## src/rtl/adc_seq_pkg.sv

```systemverilog
package adc_seq_pkg;
  typedef enum logic [2:0] {
    ST_IDLE,
    ST_PULSE,
    ST_CONV,
    ST_READ,
    ST_GUARD
  } seq_state_t;

  function automatic int max3(input int a, input int b, input int c);
    int m;
    m = (a > b) ? a : b;
    return (m > c) ? m : c;
  endfunction
endpackage

```

## src/rtl/adc_seq_sync.sv

```systemverilog
module adc_seq_sync #(
  parameter int STAGES  = 2,
  parameter bit RST_VAL = 1'b0
) (
  input  logic clk,
  input  logic rst_n,
  input  logic din,
  output logic dout
);
  logic [STAGES-1:0] q;

  always_ff @(posedge clk or negedge rst_n) begin
    if (!rst_n) q <= {STAGES{RST_VAL}};
    else        q <= {q[STAGES-2:0], din};
  end

  assign dout = q[STAGES-1];
endmodule

```

## src/rtl/adc_seq_ctrl.sv

```systemverilog
module adc_seq_ctrl
  import adc_seq_pkg::*;
#(
  parameter int PULSE_CYC   = 25,
  parameter int GUARD_CYC   = 64,
  parameter int TIMEOUT_CYC = 4000
) (
  input  logic clk,
  input  logic rst_n,
  input  logic start_i,
  input  logic busy_s,
  input  logic rd_done,
  output logic cnvst_o,
  output logic launch_o,
  output logic pending_o,
  output logic timeout_o
);
  localparam int MAXC = max3(PULSE_CYC, GUARD_CYC, TIMEOUT_CYC);
  localparam int CW   = $clog2(MAXC + 1);

  seq_state_t st, st_d;
  logic [CW-1:0] cnt, cnt_d;
  logic seen, seen_d, pend, pend_d, tmo, tmo_d;

  always_comb begin
    st_d     = st;
    cnt_d    = cnt + 1'b1;
    seen_d   = seen;
    pend_d   = pend;
    tmo_d    = tmo;
    launch_o = 1'b0;
    case (st)
      ST_IDLE: begin
        cnt_d = '0;
        if (start_i || pend) begin
          st_d   = ST_PULSE;
          pend_d = 1'b0;
          tmo_d  = 1'b0;
        end
      end
      ST_PULSE: begin
        if (cnt == CW'(PULSE_CYC - 1)) begin
          st_d   = ST_CONV;
          cnt_d  = '0;
          seen_d = 1'b0;
        end
      end
      ST_CONV: begin
        if (busy_s) seen_d = 1'b1;
        if (seen && !busy_s) begin
          st_d     = ST_READ;
          launch_o = 1'b1;
        end else if (cnt == CW'(TIMEOUT_CYC - 1)) begin
          st_d  = ST_IDLE;
          tmo_d = 1'b1;
        end
      end
      ST_READ: begin
        cnt_d = '0;
        if (rd_done) st_d = ST_GUARD;
      end
      ST_GUARD: begin
        if (cnt == CW'(GUARD_CYC - 1)) st_d = ST_IDLE;
      end
      default: st_d = ST_IDLE;
    endcase
    if (start_i && st != ST_IDLE) pend_d = 1'b1;
  end

  always_ff @(posedge clk or negedge rst_n) begin
    if (!rst_n) begin
      st   <= ST_IDLE;
      cnt  <= '0;
      seen <= 1'b0;
      pend <= 1'b0;
      tmo  <= 1'b0;
    end else begin
      st   <= st_d;
      cnt  <= cnt_d;
      seen <= seen_d;
      pend <= pend_d;
      tmo  <= tmo_d;
    end
  end

  assign cnvst_o   = (st == ST_PULSE);
  assign pending_o = pend;
  assign timeout_o = tmo;
endmodule

```

## src/rtl/adc_seq_shifter.sv

```systemverilog
module adc_seq_shifter #(
  parameter int SCLK_HALF  = 8,
  parameter int FRAME_BITS = 16,
  parameter int RES_BITS   = 14
) (
  input  logic                clk,
  input  logic                rst_n,
  input  logic                launch,
  input  logic                sdata_i,
  output logic                sclk_o,
  output logic                done_o,
  output logic [RES_BITS-1:0] result_o
);
  localparam int PW = (SCLK_HALF > 1) ? $clog2(SCLK_HALF) : 1;
  localparam int BW = $clog2(FRAME_BITS);

  logic act, act_d, sclk_q, sclk_d, done_q, done_d, shift_en;
  logic [PW-1:0] ph, ph_d;
  logic [BW-1:0] bitn, bit_d;
  logic [RES_BITS-1:0] sh, sh_d, res;

  assign sh_d = {sh[RES_BITS-2:0], sdata_i};

  always_comb begin
    act_d    = act;
    sclk_d   = sclk_q;
    ph_d     = ph;
    bit_d    = bitn;
    done_d   = 1'b0;
    shift_en = 1'b0;
    if (launch && !act) begin
      act_d  = 1'b1;
      sclk_d = 1'b1;
      ph_d   = '0;
      bit_d  = '0;
    end else if (act) begin
      if (ph == PW'(SCLK_HALF - 1)) begin
        ph_d = '0;
        if (sclk_q) begin
          sclk_d   = 1'b0;
          shift_en = 1'b1;
          if (bitn == BW'(FRAME_BITS - 1)) begin
            act_d  = 1'b0;
            done_d = 1'b1;
          end
        end else begin
          sclk_d = 1'b1;
          bit_d  = bitn + 1'b1;
        end
      end else begin
        ph_d = ph + 1'b1;
      end
    end
  end

  always_ff @(posedge clk or negedge rst_n) begin
    if (!rst_n) begin
      act    <= 1'b0;
      sclk_q <= 1'b0;
      ph     <= '0;
      bitn   <= '0;
      done_q <= 1'b0;
      sh     <= '0;
      res    <= '0;
    end else begin
      act    <= act_d;
      sclk_q <= sclk_d;
      ph     <= ph_d;
      bitn   <= bit_d;
      done_q <= done_d;
      if (shift_en) sh  <= sh_d;
      if (done_d)   res <= sh_d;
    end
  end

  assign sclk_o   = sclk_q;
  assign done_o   = done_q;
  assign result_o = res;
endmodule

```

## src/rtl/adc_sleep_seq.sv

```systemverilog
module adc_sleep_seq #(
  parameter bit LONG_MODE     = 1'b0,
  parameter int PULSE_CYC     = 25,
  parameter int SHORT_MIN_CYC = 10,
  parameter int SHORT_MAX_CYC = 500,
  parameter int LONG_MIN_CYC  = 1500,
  parameter int SCLK_HALF     = 8,
  parameter int GUARD_CYC     = 64,
  parameter int TIMEOUT_CYC   = 4000,
  parameter int FRAME_BITS    = 16,
  parameter int RES_BITS      = 14
) (
  input  logic                clk,
  input  logic                rst_n,
  input  logic                start_i,
  input  logic                busy_i,
  input  logic                sdata_i,
  output logic                cnvst_o,
  output logic                sclk_o,
  output logic [RES_BITS-1:0] result_o,
  output logic                valid_o,
  output logic                pending_o,
  output logic                timeout_o
);
  localparam bit PULSE_OK = LONG_MODE ? (PULSE_CYC > LONG_MIN_CYC)
                                      : (PULSE_CYC >= SHORT_MIN_CYC && PULSE_CYC <= SHORT_MAX_CYC);

  generate
    if (!PULSE_OK) begin : g_bad_width
      $error("convert-start width lies outside the legal window for the selected mode");
    end
  endgenerate

  logic rst_sn, busy_s, launch, rd_done;

  adc_seq_sync #(.STAGES(2), .RST_VAL(1'b0)) u_rst_sync (
    .clk(clk), .rst_n(rst_n), .din(1'b1), .dout(rst_sn)
  );

  adc_seq_sync #(.STAGES(2), .RST_VAL(1'b0)) u_busy_sync (
    .clk(clk), .rst_n(rst_sn), .din(busy_i), .dout(busy_s)
  );

  adc_seq_ctrl #(
    .PULSE_CYC(PULSE_CYC), .GUARD_CYC(GUARD_CYC), .TIMEOUT_CYC(TIMEOUT_CYC)
  ) u_ctrl (
    .clk(clk), .rst_n(rst_sn), .start_i(start_i), .busy_s(busy_s),
    .rd_done(rd_done), .cnvst_o(cnvst_o), .launch_o(launch),
    .pending_o(pending_o), .timeout_o(timeout_o)
  );

  adc_seq_shifter #(
    .SCLK_HALF(SCLK_HALF), .FRAME_BITS(FRAME_BITS), .RES_BITS(RES_BITS)
  ) u_shift (
    .clk(clk), .rst_n(rst_sn), .launch(launch), .sdata_i(sdata_i),
    .sclk_o(sclk_o), .done_o(rd_done), .result_o(result_o)
  );

  assign valid_o = rd_done;
endmodule

```

## config.mk

```make
export PLATFORM = sky130hd
export DESIGN_NAME = adc_sleep_seq
export DESIGN_NICKNAME = d
export VERILOG_FILES = /design/src/rtl/adc_seq_pkg.sv /design/src/rtl/adc_seq_sync.sv /design/src/rtl/adc_seq_ctrl.sv /design/src/rtl/adc_seq_shifter.sv /design/src/rtl/adc_sleep_seq.sv
export SDC_FILE = /design/constraint.sdc
export NUM_CORES = 1
export LEC_CHECK = 0
export BUFFER_PORTS_ARGS = -buffer_cell sky130_fd_sc_hd__buf_2
export CORE_MARGIN = 2
export CORE_UTILIZATION = 30
export DETAILED_ROUTE_END_ITERATION = 12
export PLACE_DENSITY = 0.46
export SLEW_MARGIN = 10
export SYNTH_ARGS = -nofsm -noshare
export SYNTH_HDL_FRONTEND = slang
export SYNTH_SLANG_ARGS = --single-unit
```

## constraint.sdc

```tcl
create_clock -name clk -period 2.1 [get_ports clk]
set_clock_uncertainty 0.15 [all_clocks]
set_input_delay 0.42 -clock clk [delete_from_list [all_inputs] [get_ports clk]]
set_output_delay 0.42 -clock clk [all_outputs]
set_load 0.005 [all_outputs]
```

==> results of run 1 <==
==> sequential cells by signal (all words and copies together) (netlist names), 2 cells and up <==
| register | flops |
|---|---|
| u_rst_sync.q | 2 |
| u_shift.ph | 3 |
| u_ctrl.st | 3 |
| u_shift.bitn | 4 |
| u_shift.result_o | 14 |
| u_ctrl.cnt | 12 |
| u_shift.sh | 13 |
| u_busy_sync.q | 2 |
==> cells in the mapped netlist (all sizes together), types with 2 or more instances <==
cell / count
a21oi: 5
a22o: 4
a31oi: 2
a41oi: 2
and3: 2
and4: 2
buf: 7
dfrtp: 59
ha: 5
inv: 6
mux2: 28
nand2: 6
nand2b: 3
nand3: 6
nand4: 6
nor2: 22
nor2b: 3
nor3: 2
nor3b: 3
o21ai: 8
xnor2: 7
xor2: 6
==> metal layers <==
layer / part of all wire [%] / wire (um)
met1: 47 / 2230
met2: 47 / 2190
met3: 5.4 / 252
met4: 0.57 / 27
met5: 0 / 0
==> placed cells by master, fill, tap and decap left out, types with 4 or more instances in the layout <==
cell / netlist / routed
inv_1: 6 / 6
buf_2: 4 / 23
xor2_1: 6 / 6
clkbuf_8: 0 / 10
a22o_1: 4 / 4
nand3_1: 5 / 5
xnor2_1: 7 / 7
ha_1: 5 / 5
dfrtp_1: 59 / 58
o21ai_0: 8 / 8
buf_4: 1 / 7
nand2_1: 6 / 6
nor2_1: 21 / 21
nand4_1: 5 / 5
mux2_2: 28 / 28
a21oi_1: 5 / 5
==> through the flow <==
| step | hold slack (ns) | total power [W] | utilization (%) | std cells |
|---|---|---|---|---|
| 5_1_grt | 0.0215 | 0.00244 | 37.1 | 348 |
| 2_1_floorplan | -0.0256 | 0.00118 | - | 203 |
| 3_3_place_gp | 0.0560 | 0.00120 | 34.3 | 331 |
| 4_1_cts | 0.0249 | 0.00238 | 37.1 | 348 |
| 6_report | 0.0450 | 0.00235 | 37.2 | 349 |
| 3_5_place_dp | 0.0566 | 0.00120 | 34.3 | 331 |
==> how the worst max path moves through the flow <==
stage	start	to	cells after the start
final	u_shift.ph[0]	u_shift.bitn[1]	5
after global routing	u_shift.ph[0]	u_shift.result_o[3]	6
after CTS	u_shift.ph[0]	u_shift.bitn[1]	5
after detailed placement	u_shift.ph[0]	u_shift.bitn[1]	5
after global placement	u_shift.ph[0]	u_shift.bitn[1]	5
after floorplan	u_rst_sync.q[1]	u_busy_sync.q[0]	0
==> critical path: cells and delay by family (launching register included) <==
family | cells | cell delay [ns]
AOI/OAI and AO/OA | 1 | 0.18
adders and majority gates | 2 | 0.36
DFF | 1 | 0.37
muxes | 1 | 0.38
and+or+nand+nor | 1 | 0.37
==> area by class of cell <==
| type | count | area (um2) | share of cell area (%) |
|---|---|---|---|
| antenna | 1 | 2.50 | 0.0815 |
| clock buffer | 10 | 138 | 4.48 |
| clock inverter | 6 | 88.8 | 2.89 |
| inverter | 6 | 22.5 | 0.734 |
| multi-input combinational | 130 | 1010 | 32.9 |
| sequential | 59 | 1480 | 48.1 |
| tap | 105 | 131 | 4.28 |
| timing repair buffer | 32 | 198 | 6.44 |
==> logic make-up (layout without fill, tap and decap cells) <==
kind of cell / count (synthesis) / in the layout / synth area share [%]
compound gates: 25 / 25 / 7.17
xor+xnor: 13 / 13 / 4.44
fa+ha+maj: 5 / 5 / 2.44
buf+inv: 14 / 54 / 2.98
flops: 59 / 59 / 57.6
mux: 28 / 28 / 12.3
other cells: 1 / 2 / 0.146
simple gates: 58 / 58 / 12.9
==> power groups by stage <==
stage	combinational (W)	sequential, W	clock, W
after floorplan	0.00000269	0.00118	0
after global placement	0.0000266	0.00117	0
after detailed placement	0.0000265	0.00117	0
after CTS	0.0000279	0.00115	0.00120
after global routing	0.0000309	0.00115	0.00126
final	0.0000263	0.00115	0.00117
==> impl_metrics.csv, run 1 <==
group,metric,value,unit
status,result_of_the_run,"complete, no violations",
worst_setup_path,setup.worst_path.end_class,"register",
clock_network,cts_inserted_buffers,9,
final_layout,n_fill_cell,821,
power_and_ir_drop,clkPwrFrac,49.8,%
power_and_ir_drop,power_per_cell_area,765,mW/mm2
power_and_ir_drop,p_seq_share,49.1,%
timing,finalCriticalPeriod,1.92,ns
floorplan,die_height,96.4,um
clock_network,cts_buffer_depth,2,
timing,timing_max_transition_violations_final,0,
timing,report.final.hold_viol_count,0,
clock_network,cts.sinks,59,
worst_setup_path,critPathSlowestCell,"mux2_2",
final_layout,final_area,0.00307,mm2
global_routing,grt_util_met3,5.82,%
hold_path,worst_hold_path_type,"input port to register",
worst_setup_path,setup.worst_path.start_class,"register",
run,cap_violations,0,
global_routing,grt_util_met2,17.9,%
place,globalplace.congestion,0.655,
drt,drc_errors,0,
global_routing,global_route_wire_length_before_repair,8140,um
global_routing,globalRoute.totalOverflow,0,
synth,postSynthCellCount,203,
synth,synth_enable_flop_cells,0,
synth,synth_seq_cells,59,
power_and_ir_drop,sw_frac_of_total,21.1,%
timing,layout_setup_ws,0.182,ns
clock_network,cts-hold-fix-buffers,1,
clock_network,cts.root.buffer_cell,"clkbuf_8",
global_routing,grt_max_degree,39,
power_and_ir_drop,lkg_pwr,1.44,nW
global_routing,busiest_layer,"met2",
power_and_ir_drop,comb_power_share,1.1,%
worst_setup_path,crit_chain,"ha_1 -> ha_1 -> nor2b_1 -> mux2_2 -> a22o_1",
synth,async_reset_ff_share,100,%
floorplan,die_area,0.00930,mm2
clock_network,level_count_of_the_clock_h_tree,3,
drt,iteration_0_drc_count_of_the_detailed_router,55,
worst_setup_path,timing.critical_path.slowest_cell_delay,0.38,ns
drt,post_drt_wl_per_cell,13.5,um
floorplan,coreArea,0.00826,mm2
synth,syn_nets,213,
drt,via_count,1639,
worst_setup_path,crit_top_cell,"ha_1",
worst_setup_path,r2r_cells,5,
clock_network,cts_tree,"done",
drt,final_antenna_net_count,0,
hold_path,hold_path_end,"u_busy_sync.q[0]",
synth,yosysSeqAreaShare,57.6,%
drt,drt-total-wl,4700,um
clock_network,cts_setup_buffers,0,
worst_setup_path,rr_endpoint,"u_shift.bitn[1]",
power_and_ir_drop,internal-power,0.00185,W
synth,synth.distinct_cells,38,
place,dpl_cell_area,0.00283,mm2
power_and_ir_drop,ir_worst_vdd,0.000365,V
worst_setup_path,crit-reg2reg-launch,"u_shift.ph[0]",
synth,post_synthesis_instance_area,0.00256,mm2
place,placement.io_buffers,23,
synth,synth_area_leaders,"dfrtp_1, mux2_2, nor2_1",
worst_setup_path,timing.critical_path.required,2.17,ns
power_and_ir_drop,p_switching,0.000496,W
final_layout,areaGrowthSynthToFinish,19.7,%
timing,rsz0062_at_grt,"false",
timing,fmax,0.521,GHz
synth,syn-mean-instance-area,12.6,um2
drt,drt_pre_antenna_iters,4,
synth,postSynth.topFlopCell,"dfrtp_1",
clock_network,ctsResizeCount,0,
worst_setup_path,setup.reg_to_reg.worst_slack,0.18,ns
timing,finalSetupViolations,0,
floorplan,start_util,31.0,%
timing,layout_worst_path_cycle_share,91.3,%
synth,number_of_synthesis_warnings,0,
floorplan,std_cell_rows,33,
drt,vias_per_cell,4.70,
place,preCtsSetupSlack,0.172,ns
place,place.detailed.hpwl,3170,um
hold_path,hold_path_startpoint,"busy_i",
floorplan,io_pins,24,
final_layout,nets,248,
clock_network,path_clk_slew,0.07,ns
global_routing,grt_util_all_layers,11.6,%
worst_setup_path,critical_path.max_fanout,5,
worst_setup_path,classification_of_the_worst_setup_path,"register to register",
floorplan,floorplan.die.width,96.4,um
global_routing,grt_antenna_before_repair,1,
global_routing,vias_in_the_first_global_route,1664,
timing,finalSetupTns,0,ns
worst_setup_path,critPathArrivalTime,1.99,ns
synth,yosys.area.top_type,"dfrtp_1",
synth,yosys_top_cell_area_share,57.6,%
hold_path,worst_hold_path.num_cells,1,
final_layout,post_route_cells_drive_above_1_share,34.2,%
clock_network,clock_latency,0.34,ns
global_routing,gr-usage-met1,14.3,%
Note: power is estimated with default switching activity, not from simulation.
==> run 2, diff against run 1 <==
--- a/config.mk
+++ b/config.mk
@@ -7,9 +7,9 @@
 export LEC_CHECK = 0
 export BUFFER_PORTS_ARGS = -buffer_cell sky130_fd_sc_hd__buf_2
 export CORE_MARGIN = 2
-export CORE_UTILIZATION = 30
+export CORE_UTILIZATION = 58
 export DETAILED_ROUTE_END_ITERATION = 12
-export PLACE_DENSITY = 0.46
+export PLACE_DENSITY = 0.78
 export SLEW_MARGIN = 10
 export SYNTH_ARGS = -nofsm -noshare
 export SYNTH_HDL_FRONTEND = slang
==> run 2 against run 1 <==
  * Sequential share of layout area is 1.6 points higher
  * Register-to-register slack worse by 0.03 ns
  * Die area is 47% lower
  * Via count is 0.67% lower
  * Combinational power is 24% higher
  * Cell area is 3.3% lower
  * Fmax is 1.4% lower
  * Clock-buffer cell count is 1 higher
  * Critical path type unchanged
  * Critical endpoint unchanged
==> impl_metrics.csv, run 2 (same netlist as run 1, synthesis figures left out) <==
group,metric,value,unit
status,result_of_the_run,"complete, no violations",
hold_path,worst_hold_path_type,"input port to register",
floorplan,die_area,0.00497,mm2
timing,whs,0.0460,ns
final_layout,multi_input_area,0.00101,mm2
final_layout,n_fill_cell,316,
global_routing,grt_util_all_layers,20.1,%
clock_network,clock_latency,0.33,ns
clock_network,cts_buffer_depth,2,
final_layout,num_antenna_cells,0,
final_layout,largest_reg_flops,14,
place,place.detailed.hpwl,2820,um
global_routing,global_route_wire_length_before_repair,7680,um
drt,post_drt_wl_per_cell,14.7,um
power_and_ir_drop,power_per_cell_area,765,mW/mm2
final_layout,post_route_cells_drive_above_1_share,32.8,%
final_layout,areaGrowthSynthToFinish,15.8,%
clock_network,path_clk_slew,0.07,ns
floorplan,coreArea,0.00429,mm2
drt,via_count,1628,
global_routing,globalRoute.totalOverflow,0,
drt,iteration_0_drc_count_of_the_detailed_router,87,
place,globalplace.congestion,0.858,
final_layout,final-instance-count-excl-fill,293,
floorplan,die_height,70.5,um
drt,routed-wl-met3,167,um
worst_setup_path,timing.critical_path.required,2.17,ns
timing,finalSetupViolations,0,
clock_network,cts_setup_buffers,0,
worst_setup_path,r2r_cells,5,
global_routing,vias_in_the_first_global_route,1710,
timing,finalCriticalPeriod,1.95,ns
timing,timing_max_transition_violations_final,0,
place,placement.io_buffers,23,
global_routing,grt_max_degree,58,
timing,rsz0062_at_grt,"false",
floorplan,std_cell_rows,24,
power_and_ir_drop,finalPower,0.00227,W
clock_network,ctsResizeCount,0,
floorplan,io_pins,24,
drt,drc_errors,0,
worst_setup_path,setup.worst_path.end_class,"register",
worst_setup_path,critPathTopFamily,"adder cells",
power_and_ir_drop,ir_worst_vdd,0.000473,V
clock_network,level_count_of_the_clock_h_tree,3,
floorplan,start_util,59.7,%
place,dpl_cell_area,0.00275,mm2
clock_network,cts_inserted_buffers,9,
drt,met1_length,2000,um
worst_setup_path,classification_of_the_worst_setup_path,"register to register",
worst_setup_path,critPathArrivalTime,2.01,ns
final_layout,most_frequent_cells_in_the_layout,"dfrtp_1, mux2_2, buf_2",
timing,fmax,0.514,GHz
drt,final_antenna_net_count,0,
worst_setup_path,setup.worst_path.start_class,"register",
worst_setup_path,crit_buf_inv,0,
final_layout,final_area,0.00297,mm2
run,cap_violations,0,
floorplan,floorplan.die.width,70.5,um
hold_path,worst_hold_path.num_cells,1,
drt,vias_per_cell,5.56,
worst_setup_path,critical_path.max_fanout,5,
worst_setup_path,critPathSlowestCell,"dfrtp_1",
power_and_ir_drop,lkg_pwr,1.43,nW
global_routing,grt_antenna_before_repair,0,
drt,wl_met2,2090,um
worst_setup_path,crit_top_cell,"ha_1",
timing,report.final.hold_viol_count,0,
final_layout,final_common_cell,"dfrtp_1",
drt,uppermost_layer_routed,"met4",
worst_setup_path,timing.critical_path.slowest_cell_delay,0.38,ns
final_layout,final-seq-area,0.00148,mm2
drt,drt_pre_antenna_iters,4,
place,numPlacedInstances,276,
clock_network,cts.root.buffer_cell,"clkbuf_8",
worst_setup_path,crit_chain,"ha_1 -> ha_1 -> nor2b_1 -> mux2_2 -> a22o_1",
clock_network,cts.sinks,59,
clock_network,cts_tree,"done",
timing,finalSetupTns,0,ns
timing,layout_worst_path_cycle_share,92.6,%
worst_setup_path,worstSetupPathDepth,5,
drt,drt-total-wl,4320,um
final_layout,nets,246,
-- run 2: final cells by class --
cell class | instances | area share [%]
Clock inverter | 5 | 2.61
Tap cell | 52 | 2.19
Inverter | 6 | 0.759
Multi-Input combinational cell | 130 | 34.1
Clock buffer | 11 | 4.43
Sequential cell | 59 | 49.8
Timing Repair Buffer | 30 | 6.16
-- run 2: per-layer routing --
metal	vias up	global-route usage (%)
met4	0	10.9
met3	10	4.91
met2	24	32.1
li1	778	-
met1	816	25.2
met5	-	0
-- run 2: power breakdown --
part,internal (W),switching (W)
combinational,0.00000963,0.0000229
clock,0.000664,0.000427
sequential,0.00114,0.00000377
total,0.00182,0.000454
-- run 2: per-stage QoR --
stage	utilization [%]	setup slack, ns
2_1_floorplan	-	0.186
3_3_place_gp	64.0	0.278
3_5_place_dp	64.0	0.207
4_1_cts	69.1	0.155
5_1_grt	69.1	0.0167
6_report	69.1	0.155
-- run 2: final timing paths --
path / from / endpoint / slack, ns
worst max-delay path: u_shift.ph[0] / u_shift.bitn[1] / 0.15
worst min-delay path: busy_i / u_busy_sync.q[0] / 0.05
worst max register to register: u_shift.ph[0] / u_shift.bitn[1] / 0.15
worst min register to register: u_rst_sync.q[1] / u_ctrl.cnt[5] / 0.11
max in group asynchronous: rst_n / u_rst_sync.q[1] / 1.45
min in group asynchronous: u_rst_sync.q[1] / u_ctrl.cnt[5] / 0.11
-- run 2: what timing repair did --
action	4_1_cts	5_1_grt
endpoints found under the setup margin	0	0
hold buffers	1	0
endpoints found under the hold margin	2	0
